### config.mk
export PLATFORM = sky130hd
export DESIGN_NAME = minmax_decimator
export DESIGN_NICKNAME = d
export VERILOG_FILES = /design/src/rtl/mmd_pkg.sv /design/src/rtl/mmd_control.sv /design/src/rtl/mmd_datapath.sv /design/src/rtl/minmax_decimator.sv
export SDC_FILE = /design/constraint.sdc
export NUM_CORES = 1
export LEC_CHECK = 0
export BUFFER_PORTS_ARGS = -buffer_cell sky130_fd_sc_hd__buf_2
export CAP_MARGIN = 20
export CORE_MARGIN = 8
export CORE_UTILIZATION = 40
export DETAILED_ROUTE_END_ITERATION = 8
export SLEW_MARGIN = 40
export SYNTH_ARGS = -nofsm -noshare
export SYNTH_HDL_FRONTEND = slang
export SYNTH_SLANG_ARGS = --single-unit
### constraint.sdc
create_clock -name clk -period 3.4 [get_ports clk]
set_input_delay 0.17 -clock clk [delete_from_list [all_inputs] [get_ports clk]]
set_output_delay 0.17 -clock clk [all_outputs]
set_load 0.05 [all_outputs]
### src/rtl/mmd_pkg.sv
package mmd_pkg;
  typedef struct packed {
    logic take;   // a sample is accepted this cycle
    logic first;  // accepted sample opens a window
    logic last;   // accepted sample closes a window
  } mmdStrobes_t;
endpackage

### src/rtl/mmd_control.sv
module mmd_control
  import mmd_pkg::*;
#(
  parameter int RATIO_W = 16
) (
  input  logic               clk,
  input  logic               rst,
  input  logic               inValid,
  input  logic [RATIO_W-1:0] ratio,
  output mmdStrobes_t        strobes,
  output logic               outValid
);
  localparam logic [RATIO_W-1:0] ONE = RATIO_W'(1);

  logic [RATIO_W-1:0] cntQ;
  logic [RATIO_W-1:0] lenQ;
  logic [RATIO_W-1:0] effRatio;
  logic [RATIO_W-1:0] lenNow;
  logic               atStart;
  logic               isLast;
  logic [RATIO_W:0]   cntPlus;

  always_comb begin
    effRatio = (ratio == '0) ? ONE : ratio;
    atStart  = (cntQ == '0);
    lenNow   = atStart ? effRatio : lenQ;
    cntPlus  = {1'b0, cntQ} + 1'b1;
    isLast   = (cntPlus == {1'b0, lenNow});
    strobes.take  = inValid;
    strobes.first = inValid && atStart;
    strobes.last  = inValid && isLast;
  end

  always_ff @(posedge clk) begin
    if (rst) begin
      cntQ     <= '0;
      lenQ     <= ONE;
      outValid <= 1'b0;
    end else begin
      outValid <= strobes.last;
      if (strobes.first) lenQ <= effRatio;
      if (strobes.take) cntQ <= strobes.last ? '0 : cntPlus[RATIO_W-1:0];
    end
  end

  // the count stays below the latched window length mid-window
  assert_cnt_in_window_R2: assert property (@(posedge clk) disable iff (rst)
    (cntQ != '0) |-> (cntQ < lenQ));
  // the window length is frozen while a window is open
  assert_ratio_held_R6: assert property (@(posedge clk) disable iff (rst)
    (cntQ != '0) |=> $stable(lenQ));
  // a pulse always follows an accepted sample
  assert_pulse_needs_sample_R7: assert property (@(posedge clk) disable iff (rst)
    $rose(outValid) |-> $past(inValid));
endmodule

### src/rtl/mmd_datapath.sv
module mmd_datapath
  import mmd_pkg::*;
#(
  parameter int SAMPLE_W = 12
) (
  input  logic                clk,
  input  logic                rst,
  input  mmdStrobes_t         strobes,
  input  logic [SAMPLE_W-1:0] inSample,
  output logic [SAMPLE_W-1:0] outMin,
  output logic [SAMPLE_W-1:0] outMax
);
  logic [SAMPLE_W-1:0] minQ, maxQ;
  logic [SAMPLE_W-1:0] nextMin, nextMax;
  logic                cleanQ;

  always_comb begin
    if (strobes.first) begin
      nextMin = inSample;
      nextMax = inSample;
    end else begin
      nextMin = (inSample < minQ) ? inSample : minQ;
      nextMax = (inSample > maxQ) ? inSample : maxQ;
    end
  end

  always_ff @(posedge clk) begin
    if (rst) begin
      minQ   <= '0;
      maxQ   <= '0;
      outMin <= '0;
      outMax <= '0;
      cleanQ <= 1'b0;
    end else begin
      cleanQ <= 1'b1;
      if (strobes.take) begin
        minQ <= nextMin;
        maxQ <= nextMax;
      end
      if (strobes.last) begin
        outMin <= nextMin;
        outMax <= nextMax;
      end
    end
  end

  // a published point is never inverted
  assert_min_le_max_R3: assert property (@(posedge clk) disable iff (rst)
    cleanQ |-> (outMin <= outMax));
  // published values move only on a closing sample
  assert_hold_R9: assert property (@(posedge clk) disable iff (rst)
    (cleanQ && !$past(strobes.last)) |-> ($stable(outMin) && $stable(outMax)));
  // a window-opening sample sits inside the running range
  assert_first_loads_R8: assert property (@(posedge clk) disable iff (rst)
    strobes.first |=> (minQ == maxQ));
endmodule

### src/rtl/minmax_decimator.sv
module minmax_decimator
  import mmd_pkg::*;
#(
  parameter int SAMPLE_W = 12,
  parameter int RATIO_W  = 16
) (
  input  logic                clk,
  input  logic                rst,
  input  logic                inValid,
  input  logic [SAMPLE_W-1:0] inSample,
  input  logic [RATIO_W-1:0]  ratio,
  output logic                outValid,
  output logic [SAMPLE_W-1:0] outMin,
  output logic [SAMPLE_W-1:0] outMax
);
  mmdStrobes_t strobes;

  mmd_control #(.RATIO_W(RATIO_W)) u_control (
    .clk(clk), .rst(rst), .inValid(inValid), .ratio(ratio),
    .strobes(strobes), .outValid(outValid)
  );

  mmd_datapath #(.SAMPLE_W(SAMPLE_W)) u_datapath (
    .clk(clk), .rst(rst), .strobes(strobes), .inSample(inSample),
    .outMin(outMin), .outMax(outMax)
  );
endmodule

== Word-level counts from Yosys, hierarchy flattened ==
Index checks and enable logic that the tools add are counted.
Word-level totals
  flip-flop bits (word level): 81
  input bits: 31
  logic and storage cells: 22
Operators by class
  add/sub/neg operators: 1
  $lt $le $gt $ge: 2
  equal/unequal tests: 1
  muxes and demuxes: 7
  reduce and logical (&&, ||, !) cells: 4
Operator list (count)
  $mux W12: 4
  $mux W16: 3
  $logic_not A16 Y1: 2
  $add A16 B1 Y17 const B: 1
  $eq A17 B16 Y1: 1
  $gt A12 B12 Y1: 1
  $lt A12 B12 Y1: 1
  $logic_and A1 B1 Y1: 2

== Logic depth before layout (Yosys ltp) ==
  depth after elaboration: 6
  depth in mapped cells: 14
  gate-level depth less buffers: 10

== Modules after synthesis ==
A second synthesis with hierarchy kept.
Second synthesis, totals
  cell total of the unflattened synthesis: 597
  area total of the unflattened synthesis: 5028.6 sq um
Modules (own cells, without submodules)
  mmd_datapath: instances 1, cells an instance 285, area each 2601.2 sq um
  mmd_control: instances 1, cells an instance 312, area each 2427.3 sq um

== Worst setup path before layout ==
No wires, ideal clock.
  path type: register -> register
  from: register u_control.cntQ[0]
  to: register u_datapath.outMax[10]
  setup time: 0.144 ns
  data arrival time: 2.895 ns
  data required time: 3.256 ns
  setup slack: 0.360 ns
  stages on the path, launching flop included: 14
  path buffers: 3
  path through: dfxtp_1 > inv_1 > ha_1 > nor4b_4 > and4_1 > buf_6 > buf_8 > mux2i_1 > xnor2_2 > nand4_2 > or4_4 > nor3_4 > buf_6 > a211oi_1
On the way
  cells in the longest elaborated chain, start to end: 4
  elaborated cells on any way between the ends: 7
Ends and longest elaborated chain
  from (decl): RTL line mmd_control.sv:15  | logic [RATIO_W-1:0] cntQ;
  from (signal assigned): RTL line mmd_control.sv:42  | if (strobes.take) cntQ <= strobes.last ? '0 : cntPlus[RATIO_W-1:0];
  branches (longest 4 deep; another with $add A16 B1 Y17)
  to (signal assigned): RTL line mmd_datapath.sv:42  | outMax <= nextMax;
  to (decl): RTL line mmd_datapath.sv:11  | output logic [SAMPLE_W-1:0] outMax
Parallel ways; which one is timed is not known.
A chain may end at the register's enable or synchronous reset.

== Worst setup path in the final report ==
Same ends and word-level chain as after synthesis.

==> impl_metrics.env <==
export IMPL_cpMaxStageDelayCell="or4_4"
export IMPL_grt_overflow=0
export IMPL_synth_seq_cells=81
export IMPL_p_leak_uw=0.00221
export IMPL_synth_area_mux_share=0.111
export IMPL_synth_compound_area_frac=0.163
export IMPL_crit_chain="buf_4 -> ha_1 -> nand4_1 -> or3_4 -> xnor2_1 -> xnor2_1 -> nand4b_1 -> or4_4 -> nor3_4 -> buf_12 -> a211oi_1"
export IMPL_area_growth_pct=15.1
export IMPL_rr_startpoint="u_control.cntQ[0]$_SDFFE_PP0P_"
export IMPL_path_clk_slew_ns=0.06
export IMPL_slowest_delay_ns=0.62
export IMPL_maxCapViolCount=0
export IMPL_vias_per_cell=5.55
export IMPL_seq_area_mm2=0.00162
export IMPL_placed_area_mm2=0.00524
export IMPL_coreArea_mm2=0.0119
export IMPL_drive_gt1_frac=0.179
export IMPL_ys_warn_count=0
export IMPL_syn_area_per_cell_um2=8.71
export IMPL_synth_top_family_by_area="simple AND/OR/NAND/NOR gates"
export IMPL_synthSimpleGateAreaFrac=0.191
export IMPL_maxSlewHeadroom=0.454
export IMPL_status="finished, final reports clean"
export IMPL_dp_hpwl_um=9320
export IMPL_clk_latency_ns=0.34
export IMPL_finalHoldWorstSlack_ns=0.0894
export IMPL_start_kind="flip-flop"
export IMPL_finalSetupViolCount=0
export IMPL_antenna_found_initial=0
export IMPL_dr_pass1_iters=5
export IMPL_synth_cell_types=52
export IMPL_drcViolationCount=0
export IMPL_ant_nets=0
export IMPL_grt_max_degree=41
export IMPL_clkSinkCount=81
export IMPL_cts_tree="done"
export IMPL_slew_violations=0
export IMPL_finalClockSkew_ns=0.00738
export IMPL_rows=40
export IMPL_design_area_mm2=0.00553
export IMPL_die_area_mm2=0.0158
export IMPL_synth_yosys_seq_area_share=0.338
export IMPL_gp_congestion=0.888
export IMPL_finalHoldViolCount=0
export IMPL_worst_hold_startpoint="ratio[5]"
export IMPL_post_drt_wl_per_cell_um=17.2
export IMPL_start_util=0.405
export IMPL_drt_total_wl_um=12900
export IMPL_vias=4158
export IMPL_synth_edf_count=0
export IMPL_grt_pass1_vias=4189
export IMPL_post_synth_fa_ha_maj_area_fraction=0.0652
export IMPL_synth_area_mm2=0.00480
export IMPL_crit_path_max_fanout=18
export IMPL_num_antenna_cells=0
export IMPL_io_buffer_count=55
export IMPL_die_w_um=126
export IMPL_path_class="flip-flop to flip-flop"
export IMPL_cts_buffers=9
export IMPL_totalPowerFinal_uw=2400
export IMPL_cts_setup_buffers=0
export IMPL_layout_nets=653
export IMPL_layout_common_cells="dfxtp_1, nand2_1, buf_2, mux2i_1, a21oi_1"
export IMPL_irDropWorstVdd_v=0.000262
export IMPL_holdCritPathClass="input port to flip-flop"
export IMPL_endpoint_kind="flip-flop"
export IMPL_fillerInstances=1128
export IMPL_max_slew_worst_pin_slew_ns=0.819
export IMPL_die_h_um=126
export IMPL_fin_crit_ns=3.23
export IMPL_synthXorXnorAreaFrac=0.0654
export IMPL_io_pins=56
export IMPL_synth_nets=607
export IMPL_ys_flop_type="dfxtp_1"
export IMPL_grtUsageTotal=0.165
export IMPL_ctsRootBufferMaster="clkbuf_16"
export IMPL_cellPowerDensity_mw_per_mm2=434
export IMPL_htree_levels=3
export IMPL_fin_crit_sh=0.951
export IMPL_multi_input_area_mm2=0.00288
export IMPL_grt_pass1_wl_um=21300
export IMPL_cpMostUsedCell="xnor2_1"
export IMPL_clk_path_buf_depth=2
export IMPL_cp_arrival_ns=3.41
export IMPL_cp_startpoint="u_control.cntQ[0]$_SDFFE_PP0P_"
export IMPL_ys_async_sr_fraction=0
export IMPL_final_common_cell="dfxtp_1"
export IMPL_max_freq_ghz=0.309
export IMPL_drtIter0Drc=286
export IMPL_hold_buffers=0
export IMPL_cp_data_required_time_ns=3.58
export IMPL_syn_inst=551
-- registers in the layout, indices dropped and copies added (netlist names) --
name / cells
u_datapath.minQ: 12
u_datapath.outMin: 12
u_datapath.outMax: 12
u_datapath.maxQ: 12
u_control.lenQ: 16
u_control.cntQ: 16
u_control.outValid: 1
-- kinds of logic after synthesis --
kind of cell / count (synthesis)
flip-flops: 81
multiplexers: 53
AND/OR/NAND/NOR: 173
AO/OA/AOI/OAI: 113
XOR/XNOR: 35
buffers and inverters: 71
adder cells (fa/ha/maj): 25
-- final cells by class --
cell class              instances  share of cell area
clock buffers                  12              0.0428
flip-flops and latches         81               0.293
multi-input cells             399               0.522
repair buffers                 73              0.0811
well taps                     147              0.0333
inverters                      33              0.0224
clock inverters                 4             0.00543
-- per-layer routing --
metal  wire (µm)  track usage  vias to the layer above
met2        6390        0.290                       76
met3         468       0.0336                       11
met4         167       0.0516                        0
li1            -            -                     2065
met1        5880        0.198                     2006
met5           0            0                        -
-- worst max-delay path: cells and delay by family, from the launching register on --
family                     cells  cell delay (ns)
adders and majority gates      1             0.23
xor gates and xnor gates       2             0.36
and+or+nand+nor                5             1.69
DFF                            1             0.34
buffers and inverters          2             0.36
AOI/OAI and AO/OA              1             0.09
-- cell usage after synthesis (2+ instances only) --
cell type  number  area [µm²]
nor2b_1         5        31.3
o21ai_0         5        25.0
clkbuf_1       21        78.8
o31ai_1         2        15.0
a41o_1          2        20.0
a211oi_1       20         150
a21oi_1        34         170
a41oi_1         3        26.3
o311ai_0        2        17.5
o21a_1          3        22.5
nor4_4          2        42.5
nand4_1        10        62.6
nor4_1          5        31.3
xnor2_1        19         166
buf_2           7        35.0
a311oi_1        2        17.5
xor2_1         15         131
nor3_1         21         105
nand2b_1        3        18.8
a31oi_1        25         156
nand2_1        58         218
buf_6           3        33.8
buf_4           3        22.5
ha_1           25         313
mux2i_1        52         521
a21o_1          2        15.0
and4_1          6        52.6
and3_1          3        18.8
inv_1          33         124
nand3_1        20         100
buf_1           3        11.3
dfxtp_1        81        1620
nor2_1         26        97.6
o211ai_1        2        15.0
a211oi_2        8         100
and2_1          4        25.0
-- stage by stage --
stage               setup slack, ns  setup TNS [ns]  instances   util
floorplan                     0.360               0        551      -
global placement              0.202               0        733  0.441
detailed placement            0.128               0        733  0.441
CTS                          0.0775               0        749  0.464
global route               -0.00203        -0.00203        749  0.466
finish                        0.167               0        749  0.466
-- timing repair --
| item | 4_1_cts | 5_1_grt |
|---|---|---|
| gates resized for setup | 0 | 5 |
| endpoints found under the hold margin | 0 | 0 |
| setup endpoints to repair | 0 | 15 |
-- power breakdown --
group          switching, µW  total, µW  leakage (µW)  internal [µW]
combinational            298        498       0.00144            200
clock                    389        884      0.000115            495
sequential              26.6       1010      0.000659            987
-- final timing paths --
| path | slack, ns | cells past startpoint | end |
|---|---|---|---|
| worst max-delay path | 0.17 | 11 | u_datapath.outMax[10]$_SDFFE_PP0P_ |
| worst min register to register | 0.46 | 2 | u_control.lenQ[4]$_SDFFE_PP0P_ |
| worst max register to register | 0.17 | 11 | u_datapath.outMax[10]$_SDFFE_PP0P_ |
| worst min-delay path | 0.09 | 3 | u_control.lenQ[5]$_SDFFE_PP0P_ |
Power figures use the tool's default switching activity.
